File: config.mk
export PLATFORM = sky130hd
export DESIGN_NAME = cmos_host_regs
export DESIGN_NICKNAME = d
export VERILOG_FILES = /design/src/rtl/rtcr_pkg.sv /design/src/rtl/rtcr_host_port.sv /design/src/rtl/rtcr_update_seq.sv /design/src/rtl/rtcr_alarm_match.sv /design/src/rtl/rtcr_ctrl_regs.sv /design/src/rtl/cmos_host_regs.sv
export SDC_FILE = /design/constraint.sdc
export NUM_CORES = 1
export LEC_CHECK = 0
export BUFFER_PORTS_ARGS = -buffer_cell sky130_fd_sc_hd__clkbuf_2
export CORE_MARGIN = 2
export CORE_UTILIZATION = 30
export CTS_BUF_LIST = sky130_fd_sc_hd__clkbuf_4
export CTS_CLUSTER_DIAMETER = 40
export DETAILED_ROUTE_END_ITERATION = 8
export SYNTH_ARGS = -nofsm -noshare
export SYNTH_HDL_FRONTEND = slang
export SYNTH_SLANG_ARGS = --single-unit
File: constraint.sdc
create_clock -name clk -period 4 [get_ports clk]
set_clock_uncertainty 0.15 [all_clocks]
set_input_delay 0.2 -clock clk [delete_from_list [all_inputs] [get_ports clk]]
set_output_delay 0.2 -clock clk [all_outputs]
set_load 0.02 [all_outputs]
File: src/rtl/rtcr_pkg.sv
// Shared constants for the clock/CMOS host register block: register
// numbers, bit positions inside the control registers, reset values
// and the map from time field order to register number.
package rtcr_pkg;

    localparam int BYTE_W   = 8;
    localparam int IDX_W    = 7;
    localparam int SPACE    = 1 << IDX_W;
    localparam int NUM_TIME = 7;
    localparam int NUM_ALM  = 3;

    localparam logic [IDX_W-1:0] IDX_CFG   = 7'd10;
    localparam logic [IDX_W-1:0] IDX_MODE  = 7'd11;
    localparam logic [IDX_W-1:0] IDX_FLAGS = 7'd12;
    localparam logic [IDX_W-1:0] IDX_STAT  = 7'd13;

    localparam logic [BYTE_W-1:0] CFG_RST   = 8'h26;
    localparam logic [BYTE_W-1:0] MODE_RST  = 8'h02;
    localparam logic [BYTE_W-1:0] FLAGS_RST = 8'h00;
    localparam logic [BYTE_W-1:0] STAT_VAL  = 8'h80;

    localparam int CFG_BUSY = 7;
    localparam int M_SET    = 7;
    localparam int M_PIE    = 6;
    localparam int M_AIE    = 5;
    localparam int M_UIE    = 4;
    localparam int M_SQW    = 3;
    localparam int F_IRQ    = 7;
    localparam int F_PER    = 6;
    localparam int F_ALM    = 5;
    localparam int F_UPD    = 4;

    localparam logic [2:0] OSC_RUN = 3'b010;

    // Register number of time field k (0 seconds ... 6 year).
    function automatic logic [IDX_W-1:0] time_slot(input int k);
        case (k)
            0:       time_slot = 7'd0;
            1:       time_slot = 7'd2;
            2:       time_slot = 7'd4;
            3:       time_slot = 7'd6;
            4:       time_slot = 7'd7;
            5:       time_slot = 7'd8;
            default: time_slot = 7'd9;
        endcase
    endfunction

    // Register number of alarm byte k (0 seconds, 1 minutes, 2 hours).
    function automatic logic [IDX_W-1:0] alarm_slot(input int k);
        alarm_slot = IDX_W'(2 * k + 1);
    endfunction

    // True when a register number belongs to a time field.
    function automatic logic is_time_idx(input logic [IDX_W-1:0] i);
        is_time_idx = 1'b0;
        for (int k = 0; k < NUM_TIME; k++) begin
            if (i == time_slot(k)) is_time_idx = 1'b1;
        end
    endfunction

endpackage

File: src/rtl/rtcr_host_port.sv
// Host side of the two-address window. Holds the register number and
// turns bus strobes into single-cycle data write/read strobes.
// Assumes bus_sel is high for exactly one cycle per access.
module rtcr_host_port
    import rtcr_pkg::*;
(
    input  logic              clk,
    input  logic              rst_n,
    input  logic              bus_sel,
    input  logic              bus_wr,
    input  logic              bus_addr0,
    input  logic [BYTE_W-1:0] bus_wdata,
    output logic [IDX_W-1:0]  idx_q,
    output logic              data_wr,
    output logic              data_rd
);

    assign data_wr = bus_sel && bus_wr && bus_addr0;
    assign data_rd = bus_sel && !bus_wr && bus_addr0;

    // Capture the register number; bit 7 of the write data is dropped.
    always_ff @(posedge clk) begin
        if (!rst_n) begin
            idx_q <= '0;
        end else if (bus_sel && bus_wr && !bus_addr0) begin
            idx_q <= bus_wdata[IDX_W-1:0];
        end
    end

endmodule

File: src/rtl/rtcr_update_seq.sv
// Second-update sequencer. Starts on a one-second strobe when the
// oscillator field allows it, runs for UPD_CYCLES clocks, then
// signals the end of the update for one cycle.
// Assumes strobes arriving while an update runs may be dropped.
module rtcr_update_seq #(
    parameter int UPD_CYCLES = 4
) (
    input  logic clk,
    input  logic rst_n,
    input  logic sec_tick,
    input  logic osc_run,
    output logic upd_start,
    output logic upd_done,
    output logic busy,
    output logic adv_time
);

    localparam int CNT_W = (UPD_CYCLES > 1) ? $clog2(UPD_CYCLES) : 1;
    localparam logic [CNT_W-1:0] LAST = CNT_W'(UPD_CYCLES - 1);

    logic [CNT_W-1:0] cnt;

    assign upd_start = sec_tick && osc_run && !busy;
    assign upd_done  = busy && (cnt == LAST);

    // Track the update window with a cycle counter.
    always_ff @(posedge clk) begin
        if (!rst_n) begin
            busy <= 1'b0;
            cnt  <= '0;
        end else if (upd_start) begin
            busy <= 1'b1;
            cnt  <= '0;
        end else if (upd_done) begin
            busy <= 1'b0;
        end else if (busy) begin
            cnt <= cnt + 1'b1;
        end
    end

    // One-cycle advance pulse to the external time counter.
    always_ff @(posedge clk) begin
        if (!rst_n) adv_time <= 1'b0;
        else        adv_time <= upd_start;
    end

endmodule

File: src/rtl/rtcr_alarm_match.sv
// Alarm comparator. Each alarm byte matches its time field when equal,
// or always when its two top bits are both set.
// Assumes both buses carry bytes in the same field order.
module rtcr_alarm_match
    import rtcr_pkg::*;
#(
    parameter int N = NUM_ALM
) (
    input  logic [N*BYTE_W-1:0] alarm_bytes,
    input  logic [N*BYTE_W-1:0] now_bytes,
    output logic                hit
);

    logic [N-1:0] field_ok;

    for (genvar k = 0; k < N; k++) begin : g_field
        logic [BYTE_W-1:0] al;
        assign al          = alarm_bytes[k*BYTE_W +: BYTE_W];
        assign field_ok[k] = (&al[BYTE_W-1 -: 2]) ||
                             (al == now_bytes[k*BYTE_W +: BYTE_W]);
    end

    assign hit = &field_ok;

endmodule

File: src/rtl/rtcr_ctrl_regs.sv
// Control registers: configuration (busy bit read-only), mode (SET
// forces the update-interrupt enable low), clear-on-read flags and the
// level interrupt line.
// Assumes at most one of wr_cfg, wr_mode, rd_flags is high per cycle.
module rtcr_ctrl_regs
    import rtcr_pkg::*;
(
    input  logic              clk,
    input  logic              rst_n,
    input  logic              wr_cfg,
    input  logic              wr_mode,
    input  logic              rd_flags,
    input  logic [BYTE_W-1:0] wdata,
    input  logic              upd_start,
    input  logic              upd_done,
    input  logic              alarm_hit,
    input  logic              periodic_tick,
    output logic [BYTE_W-1:0] reg_cfg,
    output logic [BYTE_W-1:0] reg_mode,
    output logic [BYTE_W-1:0] reg_flags,
    output logic              irq
);

    logic [BYTE_W-1:0] raise;
    logic              set_wr;

    assign set_wr = wr_mode && wdata[M_SET];

    // Gather the flags that events raise in this cycle.
    always_comb begin
        raise = '0;
        if (upd_done) begin
            raise[F_UPD] = 1'b1;
            if (reg_mode[M_UIE]) raise[F_IRQ] = 1'b1;
            if (reg_mode[M_AIE] && alarm_hit) begin
                raise[F_IRQ] = 1'b1;
                raise[F_ALM] = 1'b1;
            end
        end
        if (periodic_tick && reg_mode[M_PIE]) begin
            raise[F_IRQ] = 1'b1;
            raise[F_PER] = 1'b1;
        end
    end

    // Configuration register: low bits from the host, busy bit from updates.
    always_ff @(posedge clk) begin
        if (!rst_n) begin
            reg_cfg <= CFG_RST;
        end else begin
            if (wr_cfg) reg_cfg[CFG_BUSY-1:0] <= wdata[CFG_BUSY-1:0];
            if (set_wr || upd_done)                 reg_cfg[CFG_BUSY] <= 1'b0;
            else if (upd_start && !reg_mode[M_SET]) reg_cfg[CFG_BUSY] <= 1'b1;
        end
    end

    // Mode register: SET writes store the update enable as zero.
    always_ff @(posedge clk) begin
        if (!rst_n) begin
            reg_mode <= MODE_RST;
        end else if (wr_mode) begin
            reg_mode        <= wdata;
            if (wdata[M_SET]) reg_mode[M_UIE] <= 1'b0;
        end
    end

    // Flag register: a read clears, new flags of the same edge survive.
    always_ff @(posedge clk) begin
        if (!rst_n) reg_flags <= FLAGS_RST;
        else        reg_flags <= (rd_flags ? '0 : reg_flags) | raise;
    end

    // Interrupt line: raise wins over the clear of a coincident read.
    always_ff @(posedge clk) begin
        if (!rst_n)            irq <= 1'b0;
        else if (raise[F_IRQ]) irq <= 1'b1;
        else if (rd_flags)     irq <= 1'b0;
    end

endmodule

File: src/rtl/cmos_host_regs.sv
// Top of the clock/CMOS host register block. Owns the plain byte
// storage and the read mux, and joins the host port, the update
// sequencer, the alarm comparator and the control registers.
// Assumes now_fields is stable during the update-end cycle.
module cmos_host_regs
    import rtcr_pkg::*;
#(
    parameter int UPD_CYCLES = 4
) (
    input  logic                       clk,
    input  logic                       rst_n,
    input  logic                       bus_sel,
    input  logic                       bus_wr,
    input  logic                       bus_addr0,
    input  logic [BYTE_W-1:0]          bus_wdata,
    output logic [BYTE_W-1:0]          bus_rdata,
    input  logic                       sec_tick,
    input  logic                       periodic_tick,
    input  logic [NUM_TIME*BYTE_W-1:0] now_fields,
    output logic                       adv_time,
    output logic                       load_time,
    output logic [NUM_TIME*BYTE_W-1:0] shadow_time,
    output logic [3:0]                 rate_code,
    output logic                       periodic_en,
    output logic                       irq
);

    logic [IDX_W-1:0]  idx_q;
    logic              data_wr, data_rd;
    logic              is_ctl;
    logic              wr_cfg, wr_mode, rd_flags;
    logic              upd_start, upd_done, busy, alarm_hit;
    logic [BYTE_W-1:0] reg_cfg, reg_mode, reg_flags;
    logic [BYTE_W-1:0] sel_byte;
    logic [NUM_ALM*BYTE_W-1:0] alarm_bytes;
    logic [BYTE_W-1:0] mem [SPACE];

    assign is_ctl   = (idx_q >= IDX_CFG) && (idx_q <= IDX_STAT);
    assign wr_cfg   = data_wr && (idx_q == IDX_CFG);
    assign wr_mode  = data_wr && (idx_q == IDX_MODE);
    assign rd_flags = data_rd && (idx_q == IDX_FLAGS);

    rtcr_host_port u_port (
        .clk       (clk),
        .rst_n     (rst_n),
        .bus_sel   (bus_sel),
        .bus_wr    (bus_wr),
        .bus_addr0 (bus_addr0),
        .bus_wdata (bus_wdata),
        .idx_q     (idx_q),
        .data_wr   (data_wr),
        .data_rd   (data_rd)
    );

    rtcr_update_seq #(.UPD_CYCLES(UPD_CYCLES)) u_seq (
        .clk       (clk),
        .rst_n     (rst_n),
        .sec_tick  (sec_tick),
        .osc_run   (reg_cfg[6:4] == OSC_RUN),
        .upd_start (upd_start),
        .upd_done  (upd_done),
        .busy      (busy),
        .adv_time  (adv_time)
    );

    for (genvar k = 0; k < NUM_ALM; k++) begin : g_alarm
        localparam logic [IDX_W-1:0] SLOT = alarm_slot(k);
        assign alarm_bytes[k*BYTE_W +: BYTE_W] = mem[SLOT];
    end

    rtcr_alarm_match #(.N(NUM_ALM)) u_alarm (
        .alarm_bytes (alarm_bytes),
        .now_bytes   (now_fields[NUM_ALM*BYTE_W-1:0]),
        .hit         (alarm_hit)
    );

    rtcr_ctrl_regs u_ctrl (
        .clk           (clk),
        .rst_n         (rst_n),
        .wr_cfg        (wr_cfg),
        .wr_mode       (wr_mode),
        .rd_flags      (rd_flags),
        .wdata         (bus_wdata),
        .upd_start     (upd_start),
        .upd_done      (upd_done),
        .alarm_hit     (alarm_hit),
        .periodic_tick (periodic_tick),
        .reg_cfg       (reg_cfg),
        .reg_mode      (reg_mode),
        .reg_flags     (reg_flags),
        .irq           (irq)
    );

    // Plain storage: host writes, then time refresh at update end.
    always_ff @(posedge clk) begin
        if (data_wr && !is_ctl) mem[idx_q] <= bus_wdata;
        if (upd_done && !reg_mode[M_SET]) begin
            for (int k = 0; k < NUM_TIME; k++) begin
                mem[time_slot(k)] <= now_fields[k*BYTE_W +: BYTE_W];
            end
        end
    end

    // Tell the external counter that the host changed the time.
    always_ff @(posedge clk) begin
        if (!rst_n) load_time <= 1'b0;
        else        load_time <= (data_wr && is_time_idx(idx_q) && !reg_mode[M_SET]) ||
                                 (wr_mode && !bus_wdata[M_SET] && reg_mode[M_SET]);
    end

    for (genvar k = 0; k < NUM_TIME; k++) begin : g_shadow
        localparam logic [IDX_W-1:0] SLOT = time_slot(k);
        assign shadow_time[k*BYTE_W +: BYTE_W] = mem[SLOT];
    end

    // Select the byte addressed by the register number.
    always_comb begin
        case (idx_q)
            IDX_CFG:   sel_byte = reg_cfg;
            IDX_MODE:  sel_byte = reg_mode;
            IDX_FLAGS: sel_byte = reg_flags;
            IDX_STAT:  sel_byte = STAT_VAL;
            default:   sel_byte = mem[idx_q];
        endcase
    end

    assign bus_rdata   = bus_addr0 ? sel_byte : 8'hFF;
    assign rate_code   = reg_cfg[3:0];
    assign periodic_en = (rate_code != 4'd0) && (reg_mode[M_PIE] || reg_mode[M_SQW]);

endmodule

==> results of run 1 <==
cell families after synthesis:
family	Yosys count	share of synthesized area, %
multiplexers	353	14.2
XOR/XNOR	25	0.509
AND/OR/NAND/NOR	402	4.35
flip-flops	1064	73.4
AO/OA/AOI/OAI	334	5.48
other	1	0.00872
adder cells (fa/ha/maj)	1	0.0291
buffers and inverters	152	2.04
report_power, final:
| part | switching (mW) | total (mW) | internal (mW) |
|---|---|---|---|
| Clock | 4.30 | 9.08 | 4.79 |
| Combinational | 0.798 | 1.39 | 0.596 |
| Sequential | 0.0255 | 12.3 | 12.2 |
| Total | 5.12 | 22.7 | 17.6 |
state kept, by name, indices dropped and copies added (netlist names), 2 cells and up, named ones only:
| name | cells |
|---|---|
| u_ctrl.reg_flags | 4 |
| u_port.idx_q | 7 |
| u_ctrl.reg_mode | 8 |
| u_ctrl.reg_cfg | 8 |
| u_seq.cnt | 2 |
| mem | 1024 |
metrics by stage:
step | utilization, % | std cells | hold WS [ps]
floorplan | - | 2363 | 141
global placement | 32.7 | 4365 | 311
detailed placement | 32.7 | 4365 | 313
CTS | 37.6 | 5071 | 18.4
global route | 37.9 | 5089 | 37.1
finish | 37.9 | 5091 | 125
path summary, 6_finish.rpt:
path | startpoint | endpoint | cells after the start
max reg2reg | u_port.idx_q[2] | u_ctrl.reg_flags[5] | 8
min reg2reg | u_ctrl.reg_mode[0] | u_ctrl.reg_mode[0] | 2
min | bus_wdata[0] | mem[93][0] | 3
max | flop | bus_rdata[4] | 9
area by class of cell:
class | count | area share, %
Clock inverter | 52 | 0.484
Antenna cell | 6 | 0.0279
Clock buffer | 409 | 5.71
Sequential cell | 1064 | 58.7
Inverter | 4 | 0.0419
Timing Repair Buffer | 519 | 9.30
Tap cell | 1890 | 4.40
Multi-Input combinational cell | 1147 | 21.3
routing by layer:
layer / track usage, % / up-vias / part of all wire (%) / wire length, um
met5: 0 / - / 0 / 0
met4: 6.36 / 0 / 2.9 / 3700
met3: 4.70 / 231 / 9.4 / 11800
met2: 26.4 / 1305 / 47 / 59200
met1: 22.3 / 13400 / 41 / 51200
li1: - / 11000 / - / -
worst reg2reg max path: cells and delay by family, from the launching register on:
| family | cells | cell delay, ps |
|---|---|---|
| compound gates | 1 | 190 |
| simple gates | 5 | 1490 |
| flops | 1 | 520 |
| buf+inv | 2 | 1230 |
cells in the mapped netlist, types with 5 or more instances:
| cell | count |
|---|---|
| mux2i_1 | 72 |
| mux4_1 | 5 |
| o221ai_1 | 44 |
| nor2b_1 | 30 |
| mux2_2 | 85 |
| a211oi_1 | 14 |
| nand2_1 | 52 |
| a211o_1 | 7 |
| edfxtp_1 | 1024 |
| buf_6 | 16 |
| o22ai_1 | 37 |
| clkbuf_1 | 64 |
| a31oi_1 | 9 |
| dfxtp_1 | 40 |
| a21oi_1 | 18 |
| a41oi_1 | 7 |
| nand4_1 | 7 |
| nand3_1 | 14 |
| buf_1 | 6 |
| o32ai_1 | 7 |
| a2111o_1 | 6 |
| nor2_1 | 209 |
| o21ai_0 | 69 |
| buf_4 | 19 |
| nor3_1 | 24 |
| buf_2 | 36 |
| nand2b_1 | 9 |
| nor4_1 | 8 |
| a21boi_0 | 11 |
| mux4_2 | 191 |
| xor2_1 | 23 |
| a21o_1 | 65 |
| and2_0 | 6 |
| and2_1 | 20 |
| a22oi_1 | 11 |
| o211ai_1 | 9 |
repair_timing:
action	in CTS	in global routing
resized for setup	185	57
endpoints found under the setup margin	8	8
hold endpoints to repair	1208	0
pin swaps	36	21
buffers inserted	37	13
hold buffers	195	0
gates cloned	14	3
==> results.py, run 1 <==
metrics = {
    "sta": {
        "min_period_ps": 4220,
        "tns_ps": -1140,
        "hold_viol_final": 0,
        "fin_crit_sh_pct": 105,
        "max_freq_ghz": 0.237,
        "rsz0062_at_grt": "yes",
        "finalSetupViolations": 8,
        "setup_ws_ps": -216,
        "maxSlewHeadroom_pct": 20.5,
        "worst_pin_slew_ps": 1190,
        "slew_violations": 0,
    },
    "floorplan": {
        "die_h_um": 383,
        "top_level_ports": 143,
        "rows": 138,
        "core_area_mm2": 0.142,
        "die_w_um": 383,
        "die_area_mm2": 0.146,
        "start_util_pct": 30.3,
    },
    "clock_tree": {
        "cts-root-buf": "clkbuf_4",
        "numClockSinks": 1064,
        "cts_tree": "done",
        "clk_path_buf_depth": 4,
        "cts_buffers": 289,
        "clkLatencyLatePin_ps": 1170,
        "clkSlewWorstSetupHoldPaths_ps": 70,
        "htreeDepth": 5,
    },
    "critical_path": {
        "crit_path_max_incr_delay_ps": 430,
        "end_kind": "primary output",
        "crit_buf_inv": 3,
        "cp.required_ps": 3650,
        "crit_family": "compound AO/OA/AOI/OAI gates",
        "crit_chain": "buf_12 -> nand2_2 -> buf_4 -> o221ai_1 -> o21ai_1 -> o22ai_2 -> nor3_2 -> a21o_4 -> buf_2",
        "cpMaxStageDelayCell": "o21ai_1",
        "criticalPathCategory": "reg2out",
        "startpoint_type": "flop",
        "path_max_fanout": 9,
        "rrSetupSlack_ps": 300,
        "arrival_ps": 3870,
    },
    "layout": {
        "final_cell_mix": "1024 x edfxtp_1, 409 x clkbuf_4, 199 x nor2_1",
        "final_common_cell": "edfxtp_1",
        "seqCellArea_mm2": 0.0316,
        "final_area_mm2": 0.0538,
        "area_growth_pct": 25.0,
        "multi_input_area_mm2": 0.0115,
        "fin_nets": 3097,
        "layout-drive-gt1-share_pct": 36.6,
        "fillers": 13100,
    },
    "synth": {
        "synth_edf_count": 1024,
        "synth.top_cell.area_share_pct": 71.5,
        "yosysWarnings": 0,
        "ys_seq_area_share_pct": 73.4,
        "yosysUniqueCellTypes": 76,
        "synthArstFlopShare_pct": 0,
        "synth_seq_cells": 1064,
        "synth.largest_area_cell": "edfxtp_1",
        "synth_cells": 2332,
        "avgSynthCellArea_um2": 18.4,
        "synth_area_leaders": "edfxtp_1 72%, mux4_2 10%, mux2_2 2.2%",
        "synthFlopType": "edfxtp_1",
        "synth_area_mm2": 0.0430,
    },
    "place": {
        "port-buffer-count": 142,
        "dpl_cell_area_mm2": 0.0465,
        "gp_congestion": 0.865,
        "place_worst_setup_slack_ps": 150,
        "hpwl_um": 76300,
    },
    "global_routing": {
        "grt_start_max_net_pins": 87,
        "gr-total-overflow": 0,
        "grt_pass1_vias": 26300,
        "antenna_found_initial": 4,
        "grt_usage_pct": 16.9,
        "grt_pass1_wl_um": 179000,
    },
    "worst_hold_path": {
        "min_path_type": "in2reg",
    },
    "power_and_ir_drop": {
        "p_total_mw": 22.7,
        "ir_drop_mv": 0.306,
        "leakage_nw": 17.5,
        "power_density_mw_per_mm2": 423,
    },
    "detailed_routing": {
        "drtAntennaViolNets": 0,
        "drcViolationCount": 0,
        "num_vias": 25900,
        "dr.pass1.iters": 5,
        "route.detailed.wl_per_inst_um": 24.7,
        "vias_per_cell": 5.09,
        "wirelength_um": 126000,
        "drt_iter0_markers": 2526,
    },
    "run": {
        "max_cap_violations": 0,
    },
    "outcome": {
        "status": "complete, but fails checks",
        "failed_checks": "negative setup slack",
    },
}
Note: power is estimated with default switching activity, not from simulation.
==> inputs of run 2 (changes only) <==
- clock period: 4 -> 5 ns (I/O delays scaled with it)
==> results.py, run 2 (synthesized netlist as in run 1, its figures left out) <==
metrics = {
    "global_routing": {
        "gr-total-overflow": 0,
        "grt_usage_pct": 16.2,
        "antenna_found_initial": 4,
        "grt_pass1_wl_um": 174000,
        "grt_start_max_net_pins": 103,
        "grt_pass1_vias": 25400,
    },
    "critical_path": {
        "end_kind": "primary output",
        "r2r_end": "u_ctrl.reg_flags[7]",
        "rr_worst_depth": 8,
        "path_max_fanout": 40,
        "cp.required_ps": 4600,
        "rrSetupSlack_ps": 1190,
        "criticalPathCategory": "reg2out",
        "arrival_ps": 4370,
        "rr_startpoint": "u_port.idx_q[2]",
        "startpoint_type": "flop",
    },
    "detailed_routing": {
        "wl_met3_um": 10800,
        "route.met2.wl_um": 56200,
        "drtAntennaViolNets": 0,
        "highest_layer": "met4",
        "drt_iter0_markers": 2663,
        "routedLengthMet1_um": 49900,
        "drcViolationCount": 0,
        "vias_per_cell": 5.05,
        "dr.pass1.iters": 7,
        "wirelength_um": 120000,
        "num_vias": 24900,
        "route.detailed.wl_per_inst_um": 24.4,
    },
    "clock_tree": {
        "numClockSinks": 1064,
        "clkLatencyLatePin_ps": 1100,
        "clk_path_buf_depth": 4,
        "cts-root-buf": "clkbuf_4",
        "cts_tree": "done",
        "clkSlewWorstSetupHoldPaths_ps": 70,
        "cts_buffers": 285,
        "htreeDepth": 5,
    },
    "layout": {
        "largest_reg_flops": 1024,
        "final_common_cell": "edfxtp_1",
        "fillers": 13400,
        "reg_top3": "mem: 1024 flops, u_ctrl.reg_cfg: 8 flops, u_ctrl.reg_mode: 8 flops",
        "post-route-util_pct": 36.0,
        "fin_nets": 2943,
        "top_register": "mem",
        "area_growth_pct": 18.7,
        "layout-drive-gt1-share_pct": 29.6,
        "finish.cell_count_without_fillers": 4939,
        "final_cell_mix": "1024 x edfxtp_1, 383 x clkbuf_4, 208 x nor2_1",
    },
    "power_and_ir_drop": {
        "leakage_nw": 16.4,
        "ir_drop_mv": 0.224,
        "p_total_mw": 18.0,
        "power_density_mw_per_mm2": 352,
    },
    "sta": {
        "maxSlewHeadroom_pct": 6.80,
        "hold_viol_final": 0,
        "finalSetupViolations": 0,
        "rsz0062_at_grt": "no",
        "fin_crit_sh_pct": 95.4,
        "min_period_ps": 4770,
        "slew_violations": 0,
        "worst_pin_slew_ps": 1390,
        "max_freq_ghz": 0.210,
        "tns_ps": 0,
    },
    "place": {
        "hpwl_um": 74600,
        "port-buffer-count": 142,
        "gp_congestion": 0.848,
        "placedCellCount": 4305,
    },
    "worst_hold_path": {
        "hold_start": "bus_wdata[1]",
        "whs_path_depth": 2,
        "min_path_type": "in2reg",
        "whs_endpoint": "mem[10][1]",
    },
    "floorplan": {
        "die_w_um": 383,
        "start_util_pct": 30.3,
        "rows": 138,
        "die_area_mm2": 0.146,
        "top_level_ports": 143,
        "die_h_um": 383,
        "core_area_mm2": 0.142,
    },
    "outcome": {
        "status": "complete, no violations",
    },
    "run": {
        "max_cap_violations": 0,
    },
}
-- run 2: worst max-delay path, cell delays in order, from the launching register on --
cell	delay, ps
dfxtp_4	570
buf_12	330
buf_12	340
mux4_2	550
mux2i_1	130
nor2_1	60
o21ai_0	400
o311ai_1	240
a31o_1	370
clkbuf_2	200
-- run 2: final cells by class --
cell class	count	area [um^2]	share of cell area (%)
antenna	3	7.51	0.0147
clock buffer	383	2880	5.63
clock inverter	79	444	0.870
inverter	4	17.5	0.0343
multi-input combinational	1147	10700	21.0
sequential	1064	31600	61.8
tap	1890	2360	4.63
timing repair buffer	369	3050	5.98
-- run 2: how the worst max path moves through the flow --
stage,from,to,slack (ps),cells after the start
2_1_floorplan,u_port.idx_q[5],mem[9][0],2120,7
3_3_place_gp,flop,bus_rdata[2],1090,7
3_5_place_dp,flop,bus_rdata[2],1090,7
4_1_cts,flop,bus_rdata[7],0.5,9
5_1_grt,flop,bus_rdata[7],70,9
6_report,flop,bus_rdata[7],230,9
-- run 2: stage by stage --
step | hold slack, ps | setup slack [ps] | area (um^2)
floorplan | 191 | 2120 | 43100
global placement | 310 | 1090 | 46000
detailed placement | 316 | 1090 | 46000
CTS | 32.2 | 0.495 | 51000
global route | 113 | 67.2 | 51000
finish | 165 | 230 | 51000
-- run 2: timing repair --
item                                    CTS  global route
hold buffers                            166             0
resized for setup                         7             8
setup buffers                             0             2
pin swaps                                 0             0
endpoints found under the hold margin   943             0
cloned                                    0             1
endpoints found under the setup margin    5             7
-- run 2: power by group --
part	leakage (nW)	total (mW)	internal (mW)	switching, mW
Sequential	9.55	9.82	9.79	0.0281
Combinational	4.84	0.909	0.348	0.561
Clock	1.98	7.23	3.79	3.44
-- run 2: routing by layer --
layer / global-route usage (%) / vias up
met4: 6.03 / 0
met2: 25.1 / 1230
met1: 21.5 / 12800
met5: 0 / -
met3: 4.70 / 217
li1: - / 10700
==> inputs of run 3 (changes only) <==
- ABC_AREA: unset -> 1
- CORE_ASPECT_RATIO: unset -> 0.5
==> results.py, run 3 <==
metrics = {
    "layout": {
        "final_cell_mix": "1198 x nand2_1, 1045 x nand3_1, 1024 x edfxtp_1",
        "finish.cell_count_without_fillers": 6518,
        "seqCellArea_mm2": 0.0316,
        "fillers": 14500,
        "area_growth_pct": 16.8,
        "fin_nets": 4444,
        "final_area_mm2": 0.0521,
        "top_register": "mem",
        "largest_reg_flops": 1024,
        "layout-drive-gt1-share_pct": 14.3,
        "reg_top3": "mem: 1024 flops, u_ctrl.reg_cfg: 8 flops, u_ctrl.reg_mode: 8 flops",
        "multi_input_area_mm2": 0.0114,
        "final_common_cell": "nand2_1",
    },
    "synth": {
        "synth_seq_cells": 1064,
        "yosysUniqueCellTypes": 42,
        "synthArstFlopShare_pct": 0,
        "synthFlopType": "edfxtp_1",
        "yosysWarnings": 0,
        "avgSynthCellArea_um2": 11.4,
        "synth_common_cells": "1198 x nand2_1, 1045 x nand3_1, 1024 x edfxtp_1",
        "synth_cells": 3913,
        "synth_edf_count": 1024,
        "yosysMostFrequentCell": "nand2_1",
        "synth.top_cell.area_share_pct": 68.9,
        "synth_area_mm2": 0.0447,
        "ys_seq_area_share_pct": 70.6,
        "synth_area_leaders": "edfxtp_1 69%, nand3_1 12%, nand2_1 10%",
        "synth.largest_area_cell": "edfxtp_1",
    },
    "critical_path": {
        "startpoint_type": "flop",
        "criticalPathCategory": "reg2out",
        "arrival_ps": 4380,
        "path_max_fanout": 164,
        "rrSetupSlack_ps": 1400,
        "cp.required_ps": 4600,
        "end_kind": "primary output",
    },
    "global_routing": {
        "grt_usage_pct": 17.3,
        "grt_pass1_vias": 32100,
        "grt_start_max_net_pins": 226,
        "antenna_found_initial": 4,
        "grt_pass1_wl_um": 201000,
        "gr-total-overflow": 0,
    },
    "sta": {
        "tns_ps": 0,
        "finalSetupViolations": 0,
        "fin_crit_sh_pct": 95.7,
        "hold_viol_final": 0,
        "min_period_ps": 4780,
        "worst_pin_slew_ps": 1410,
        "maxSlewHeadroom_pct": 5.24,
        "rsz0062_at_grt": "no",
        "max_freq_ghz": 0.209,
        "slew_violations": 0,
    },
    "outcome": {
        "status": "complete, no violations",
    },
    "clock_tree": {
        "cts_buffers": 283,
        "clk_path_buf_depth": 4,
        "numClockSinks": 1064,
        "cts_tree": "done",
        "clkSlewWorstSetupHoldPaths_ps": 70,
        "htreeDepth": 5,
        "cts-root-buf": "clkbuf_4",
        "clkLatencyLatePin_ps": 1240,
    },
    "detailed_routing": {
        "wirelength_um": 136000,
        "vias_per_cell": 5.08,
        "routedLengthMet1_um": 55500,
        "drtAntennaViolNets": 0,
        "route.detailed.wl_per_inst_um": 20.9,
        "dr.pass1.iters": 6,
        "route.met2.wl_um": 63400,
        "drt_iter0_markers": 3962,
        "highest_layer": "met4",
        "num_vias": 33100,
        "wl_met3_um": 12700,
        "drcViolationCount": 0,
    },
    "power_and_ir_drop": {
        "leakage_nw": 18.7,
        "ir_drop_mv": 0.147,
        "power_density_mw_per_mm2": 350,
        "p_total_mw": 18.3,
    },
    "worst_hold_path": {
        "min_path_type": "in2reg",
    },
    "place": {
        "dpl_cell_area_mm2": 0.0470,
        "hpwl_um": 74600,
        "gp_congestion": 0.927,
        "placedCellCount": 5879,
        "port-buffer-count": 142,
    },
    "floorplan": {
        "die_area_mm2": 0.152,
        "die_w_um": 550,
        "start_util_pct": 30.1,
        "core_area_mm2": 0.148,
        "die_h_um": 277,
        "rows": 100,
        "top_level_ports": 143,
    },
    "run": {
        "max_cap_violations": 0,
    },
}
## run 3: path summary, 6_finish.rpt
path,endpoint,cells after the start,startpoint
worst max register to register,mem[4][3],8,u_port.idx_q[5]
worst min-delay path,mem[36][0],2,bus_wdata[0]
worst max-delay path,bus_rdata[2],12,flop
worst min register to register,u_ctrl.reg_mode[4],2,u_ctrl.reg_mode[4]
## run 3: worst max-delay path, cell delays in order, from the launching register on
cell	delay, ps
dfxtp_4	760
buf_12	630
nand2_1	100
nand3_1	120
nand3_1	140
nand3_1	200
nand3_1	130
nand2_1	240
nand2_1	130
nand3_1	100
nand3_1	100
nand2_1	240
clkbuf_2	230
## run 3: what timing repair did
item	in CTS	in global routing
gates resized for setup	0	2
setup endpoints to repair	0	7
endpoints found under the hold margin	914	0
hold buffers	194	0
buffers inserted	0	1
## run 3: cells by family (layout without fill, tap and decap cells)
logic type	count (synthesis)	after routing	share of synthesized area [%]
AO/OA/AOI/OAI	75	75	0.947
buffers and inverters	322	895	4.21
XOR/XNOR	17	17	0.333
other	1	44	0.00840
AND/OR/NAND/NOR	2433	2433	23.8
adder cells (fa/ha/maj)	1	1	0.0280
flip-flops	1064	1064	70.6
## run 3: cell type report
class	count	share of cell area (%)
timing repair buffer	394	6.23
timing repair inverter	1	0.0216
tap	1989	4.77
sequential	1064	60.5
multi-input combinational	2558	21.8
inverter	70	0.578
clock buffer	391	5.63
clock inverter	39	0.401
antenna	12	0.0576
## run 3: power breakdown
part / switching (mW) / internal [mW]
logic: 0.975 / 0.385
registers: 0.0286 / 9.80
clock network: 3.43 / 3.66
total: 4.43 / 13.8
## run 3: metrics by stage
step	util, %	hold WS, ps	worst slack [ps]
final	35.2	96.4	217
after global routing	35.2	35.5	40.7
after CTS	35.1	2.49	154
after detailed placement	31.7	312	1420
after global placement	31.7	299	1440
after floorplan	-	188	2470
## run 3: routing by layer
layer | vias to the layer above | track usage, %
li1 | 14800 | -
met1 | 16100 | 22.9
met2 | 1788 | 27.4
met3 | 383 | 3.82
met4 | 0 | 7.39
met5 | - | 0
